File: config.mk
export PLATFORM = sky130hd
export DESIGN_NAME = seg_xlat_top
export DESIGN_NICKNAME = d
export VERILOG_FILES = /design/src/rtl/seg_xlat_pkg.sv /design/src/rtl/seg_region_dec.sv /design/src/rtl/seg_map_core.sv /design/src/rtl/seg_xlat_top.sv
export SDC_FILE = /design/constraint.sdc
export NUM_CORES = 1
export LEC_CHECK = 0
export CAP_MARGIN = 10
export CORE_MARGIN = 2
export CORE_UTILIZATION = 22
export DETAILED_ROUTE_END_ITERATION = 6
export MAX_ROUTING_LAYER = met4
export PLACE_DENSITY = 0.83
export SETUP_SLACK_MARGIN = 0.2
export SLEW_MARGIN = 15
export SYNTH_ARGS = -nofsm -noshare
export SYNTH_HDL_FRONTEND = slang
export SYNTH_SLANG_ARGS = --single-unit
File: constraint.sdc
create_clock -name vclk -period 1.7
set_clock_uncertainty 0.2 [all_clocks]
set_input_delay 0.255 -clock vclk [all_inputs]
set_output_delay 0.255 -clock vclk [all_outputs]
set_load 0.05 [all_outputs]
File: src/rtl/seg_xlat_pkg.sv
package seg_xlat_pkg;

    // MMU-kind codes as carried by the configuration field
    typedef enum logic [1:0] {
        MK_IDENT = 2'd0,
        MK_TLB   = 2'd1,
        MK_RSVD  = 2'd2,
        MK_FIXED = 2'd3
    } mmu_kind_e;

    // Address regions, decoded from the two top address bits
    typedef enum logic [1:0] {
        RG_USER    = 2'd0,
        RG_KDIRECT = 2'd1,
        RG_KHIGH   = 2'd2
    } region_e;

endpackage

File: src/rtl/seg_region_dec.sv
module seg_region_dec
    import seg_xlat_pkg::*;
(
    input  logic [1:0] va_top,
    output region_e    region
);

    always_comb begin
        if (!va_top[1]) begin
            region = RG_USER;
        end else if (!va_top[0]) begin
            region = RG_KDIRECT;
        end else begin
            region = RG_KHIGH;
        end
    end

endmodule

File: src/rtl/seg_map_core.sv
module seg_map_core
    import seg_xlat_pkg::*;
#(
    parameter int ADDR_W = 32
) (
    input  logic [ADDR_W-1:0] va,
    input  logic              err_level,
    input  mmu_kind_e         kind,
    input  region_e           region,
    output logic [ADDR_W-1:0] pa,
    output logic              rd_ok,
    output logic              wr_ok,
    output logic              hit,
    output logic              tlb_req,
    output logic              kind_err
);

    // 1/4 of the address space and the mask that strips the top three bits
    localparam logic [ADDR_W-1:0] USER_OFFS = {2'b01, {(ADDR_W-2){1'b0}}};
    localparam logic [ADDR_W-1:0] KDIR_MASK = {3'b000, {(ADDR_W-3){1'b1}}};

    logic [ADDR_W-1:0] fixed_pa;

    always_comb begin
        case (region)
            RG_USER:    fixed_pa = err_level ? va : (va + USER_OFFS);
            RG_KDIRECT: fixed_pa = va & KDIR_MASK;
            default:    fixed_pa = va;
        endcase
    end

    always_comb begin
        pa       = '0;
        rd_ok    = 1'b0;
        wr_ok    = 1'b0;
        hit      = 1'b0;
        tlb_req  = 1'b0;
        kind_err = 1'b0;
        unique case (kind)
            MK_IDENT: begin
                pa    = va;
                rd_ok = 1'b1;
                wr_ok = 1'b1;
                hit   = 1'b1;
            end
            MK_FIXED: begin
                pa    = fixed_pa;
                rd_ok = 1'b1;
                wr_ok = 1'b1;
                hit   = 1'b1;
            end
            MK_TLB: begin
                if (region == RG_KDIRECT) begin
                    pa    = va & KDIR_MASK;
                    rd_ok = 1'b1;
                    wr_ok = 1'b1;
                    hit   = 1'b1;
                end else begin
                    tlb_req = 1'b1;
                end
            end
            MK_RSVD: begin
                kind_err = 1'b1;
            end
        endcase
    end

endmodule

File: src/rtl/seg_xlat_top.sv
module seg_xlat_top
    import seg_xlat_pkg::*;
#(
    parameter int ADDR_W  = 32,
    parameter bit REG_OUT = 1'b0
) (
    input  logic              clk,
    input  logic              rst_n,
    input  logic [ADDR_W-1:0] vaddr,
    input  logic              err_level,
    input  logic [1:0]        mmu_kind,
    output logic [ADDR_W-1:0] paddr,
    output logic              can_read,
    output logic              can_write,
    output logic              hit,
    output logic              tlb_req,
    output logic              kind_err
);

    localparam int FLAG_W = 5;
    localparam int BUS_W  = ADDR_W + FLAG_W;

    region_e           region;
    logic [ADDR_W-1:0] pa_c;
    logic              rd_c, wr_c, hit_c, tlb_c, err_c;
    logic [BUS_W-1:0]  bus_c;
    logic [BUS_W-1:0]  bus_q;

    seg_region_dec u_dec (
        .va_top (vaddr[ADDR_W-1 -: 2]),
        .region (region)
    );

    seg_map_core #(.ADDR_W(ADDR_W)) u_core (
        .va        (vaddr),
        .err_level (err_level),
        .kind      (mmu_kind_e'(mmu_kind)),
        .region    (region),
        .pa        (pa_c),
        .rd_ok     (rd_c),
        .wr_ok     (wr_c),
        .hit       (hit_c),
        .tlb_req   (tlb_c),
        .kind_err  (err_c)
    );

    assign bus_c = {pa_c, rd_c, wr_c, hit_c, tlb_c, err_c};

    generate
        if (REG_OUT) begin : g_reg
            always_ff @(posedge clk or negedge rst_n) begin
                if (!rst_n) begin
                    bus_q <= '0;
                end else begin
                    bus_q <= bus_c;
                end
            end


            lat_err_chk: assert property (@(posedge clk) disable iff (!rst_n)
                $past(rst_n) |-> (kind_err == ($past(mmu_kind) == 2'd2)));


            lat_kdir_chk: assert property (@(posedge clk) disable iff (!rst_n)
                ($past(rst_n) && $past(mmu_kind) == 2'd3 &&
                 $past(vaddr[ADDR_W-1 -: 2]) == 2'b10)
                |-> (paddr[ADDR_W-1 -: 3] == 3'b000 && hit));
        end else begin : g_comb
            assign bus_q = bus_c;


            comb_err_chk: assert property (@(posedge clk) disable iff (!rst_n)
                kind_err == (mmu_kind == 2'd2));


            comb_kdir_chk: assert property (@(posedge clk) disable iff (!rst_n)
                (mmu_kind[0] && vaddr[ADDR_W-1 -: 2] == 2'b10)
                |-> (paddr[ADDR_W-1 -: 3] == 3'b000 && hit));
        end
    endgenerate

    assign {paddr, can_read, can_write, hit, tlb_req, kind_err} = bus_q;


    excl_flags_chk: assert property (@(posedge clk) disable iff (!rst_n)
        $onehot0({hit, tlb_req, kind_err}));


    perm_hit_chk: assert property (@(posedge clk) disable iff (!rst_n)
        (can_read == hit) && (can_write == hit));


    rsvd_quiet_chk: assert property (@(posedge clk) disable iff (!rst_n)
        kind_err |-> (paddr == '0 && !tlb_req));


    tlb_zero_chk: assert property (@(posedge clk) disable iff (!rst_n)
        tlb_req |-> (paddr == '0));

endmodule

==> results of run 1 <==
[synth_stat cells (all sizes together)]
cell    instances
and2           28
a21oi           7
ha              7
buf             4
inv             3
nand2b          3
nor2            3
nand2           2
nand3           1
nor2b           1
nor3            1
nor3b           1
o21a            1
o21ai           1
[logic make-up after synthesis]
kind of cell / Yosys count / share of synthesized area
buffers and inverters: 7 / 0.112
AND/OR/NAND/NOR: 40 / 0.550
adder cells (fa/ha/maj): 7 / 0.202
AO/OA/AOI/OAI: 9 / 0.135
[stage by stage]
| stage | cell area [um^2] | setup TNS, ns | setup slack, ns |
|---|---|---|---|
| detailed placement | 1750 | -26.60 | -0.827 |
| global placement | 1750 | -23.43 | -0.725 |
| floorplan | 598 | 0 | 0.0159 |
==> flow_metrics.py, run 1 <==
metrics = {
    "synth": {
        "syn_inst": 63,
        "syn_nets": 107,
        "syn_avg_cell_area_um2": 6.89,
        "synth_area_um2": 434,
        "ys_warn_count": 0,
        "synthDistinctLibCells": 17,
        "synthTopCellsByArea": "and2_1, ha_1, a21oi_1",
        "yosysTopAreaCell": "and2_1",
        "synth_top_area_share": 0.403,
        "yosysSeqAreaShare": 0,
    },
    "die": {
        "placementRows": 16,
        "initial_core_util": 0.228,
        "die_y_um": 48.4,
        "ioPinCount": 74,
        "die_w_um": 48.4,
    },
    "clock_tree": {
        "cts_setup_buffers": 7,
        "cts_resized": 66,
        "holdBufCountCts": 0,
    },
    "placed_design": {
        "hpwl_mm": 2.49,
        "port_buffers": 72,
        "place_inst": 168,
        "place_congestion": 0.707,
    },
    "run_status": {
        "error": "[ERROR DPL-0038] Utilization greater than 100%, impossible to legalize",
        "haltStage": "clock tree synthesis (4_1_cts)",
        "status": "aborted with a tool error",
    },
}
==> run 2, diff against run 1 <==
--- a/config.mk
+++ b/config.mk
@@ -6,12 +6,10 @@
 export NUM_CORES = 1
 export LEC_CHECK = 0
 export CAP_MARGIN = 10
-export CORE_MARGIN = 2
-export CORE_UTILIZATION = 22
+export CORE_AREA = 2 2 63 65
 export DETAILED_ROUTE_END_ITERATION = 6
-export MAX_ROUTING_LAYER = met4
-export PLACE_DENSITY = 0.83
-export SETUP_SLACK_MARGIN = 0.2
+export DIE_AREA = 0 0 65 67
+export PLACE_DENSITY_LB_ADDON = 0.15
 export SLEW_MARGIN = 15
 export SYNTH_ARGS = -nofsm -noshare
 export SYNTH_HDL_FRONTEND = slang
==> flow_metrics.py, run 2 <==
metrics = {
    "synth": {
        "syn_avg_cell_area_um2": 6.89,
        "syn_nets": 107,
        "synthTopCellsByArea": "and2_1, ha_1, a21oi_1",
        "yosysTopAreaCell": "and2_1",
        "ys_warn_count": 0,
        "yosysSeqAreaShare": 0,
        "synth_top_area_share": 0.403,
        "synthTopCellsByCount": "and2_1, ha_1, a21oi_1",
        "synthDistinctLibCells": 17,
        "synth.most_common_cell": "and2_1",
        "synth_area_um2": 434,
        "syn_inst": 63,
    },
    "layout": {
        "utilization": 0.577,
        "finalNonFillerCells": 203,
        "nClkBuffers": 0,
        "drive_gt1_frac": 0.742,
        "antenna_cells": 0,
        "final_common_cell": "buf_12",
        "seq_area_um2": 0,
        "area_growth_pct": 379,
        "fillers": 311,
        "flops_and_latches": 0,
        "nets": 201,
        "mostFrequentLayoutCells": "buf_12, clkdlybuf4s50_1, and2_4",
    },
    "routing": {
        "dr_wl_met3_um": 375,
        "vias": 800,
        "wirelength_mm": 2.90,
        "drc_errors": 0,
        "via_per_inst": 3.94,
        "met2_length_mm": 1.34,
        "drtIter0Drc": 10,
        "top_layer_used": "met4",
        "wl_per_cell_um": 14.3,
        "postRouteAntennaNets": 0,
        "met1Wirelength_mm": 1.17,
        "drtPass1Iterations": 2,
    },
    "worst_setup_path": {
        "worst_ep_arrival_time_ns": 1.35,
        "critical_path_class": "in2out",
        "worst_ep_required_time_ns": 1.24,
        "critical_path.endpoint_type": "output pin",
        "crit_fanout": 7,
        "start_kind": "input port",
    },
    "placed_design": {
        "hpwl_mm": 2.19,
        "port_buffers": 72,
        "place_inst": 193,
        "place_congestion": 0.709,
    },
    "pwr": {
        "power_frac_comb": 1.000,
        "p_sw_frac": 0.456,
        "p_int_uw": 461,
        "p_switching_uw": 386,
        "peakVddDrop_mv": 0.192,
        "power.density_nw_per_um2": 407,
        "seqPwrFrac": 0,
        "total_power_uw": 847,
        "p_clk_frac": 0,
        "p_leak_uw": 0.000874,
    },
    "sta": {
        "hold_violations": 0,
        "max_freq_mhz": 554,
        "layout_min_cycle_time_ns": 1.80,
        "setup_viol": 33,
        "worstMarginPinSlew_ns": 0.262,
        "rsz0062_at_grt": "true",
        "fin_crit_sh": 1.06,
        "finalWorstSetupSlack_ns": -0.103,
        "slew_headroom": 0.825,
        "slew_violations": 0,
    },
    "hold_path": {
        "holdPathStages": 5,
        "hold_class": "in2out",
    },
    "grt": {
        "grt_max_degree": 8,
        "grt_pass1_wl_mm": 4.37,
        "grt_pass1_vias": 820,
        "antenna_found_initial": 0,
        "grt_overflow_total": 0,
        "track_usage": 0.130,
    },
    "die": {
        "die_y_um": 67,
        "core_region_area_um2": 3610,
        "die_w_um": 65,
        "ioPinCount": 74,
        "die_area_um2": 4360,
        "placementRows": 22,
        "initial_core_util": 0.120,
    },
    "run_status": {
        "violations": "setup timing",
        "status": "finished, violations left",
    },
    "clock_tree": {
        "holdBufCountCts": 0,
    },
    "run": {
        "maxCapViolations": 0,
    },
}
run 2: cell counts after synthesis:
Identical to the previous run, type by type.
run 2: repair_timing:
item / in CTS / in global routing
hold endpoints to repair: 0 / 0
buffers inserted: 9 / 3
pin swaps: 37 / 2
resized for setup: 75 / 4
cloned: 3 / 0
setup endpoints to repair: 37 / 35
run 2: path summary, 6_finish.rpt:
path | from | to | slack, ns
setup / recovery | mmu_kind[0] | paddr[18] | -0.10
hold / removal | vaddr[30] | paddr[30] | 0.83
run 2: area by class of cell:
class,count,area [um^2],share of cell area
Inverter,3,26.3,0.0126
Timing Repair Buffer,96,1370,0.658
Tap cell,48,60.1,0.0289
Multi-Input combinational cell,56,626,0.301
run 2: cells by family after synthesis:
group | after synthesis | share of synthesized area
simple gates | 40 | 0.550
buf+inv | 7 | 0.112
fa+ha+maj | 7 | 0.202
compound gates | 9 | 0.135
run 2: per-stage QoR:
| stage | instance area [um^2] | hold slack (ns) | setup TNS [ns] | setup slack, ns |
|---|---|---|---|---|
| 4_1_cts | 2100 | 0.829 | -3.60 | -0.179 |
| 6_report | 2080 | 0.830 | -2.87 | -0.103 |
| 5_1_grt | 2080 | 0.850 | -4.43 | -0.150 |
| 2_1_floorplan | 554 | 0.482 | -0.0531 | -0.0531 |
| 3_5_place_dp | 1780 | 0.984 | -18.65 | -0.567 |
| 3_3_place_gp | 1780 | 0.984 | -17.71 | -0.534 |
run 2: power by group through the flow:
stage	logic [uW]	registers [uW]	clock network [uW]
4_1_cts	865	0	0
5_1_grt	881	0	0
3_3_place_gp	739	0	0
2_1_floorplan	357	0	0
3_5_place_dp	743	0	0
6_report	847	0	0
run 2: metal layers:
metal | vias to the layer above | track usage
met5 | - | 0
met4 | 0 | 0.00532
met3 | 2 | 0.0355
met2 | 62 | 0.229
met1 | 352 | 0.165
li1 | 384 | -
run 2: worst max-delay path: stages:
cell and delay [ns]:
buf_12 0.09, inv_6 0.03, buf_6 0.10, ha_4 0.16, a21oi_4 0.15, buf_6 0.16
buf_16 0.12, and2_4 0.14, buf_12 0.13
(Power assumes the default switching activity.)
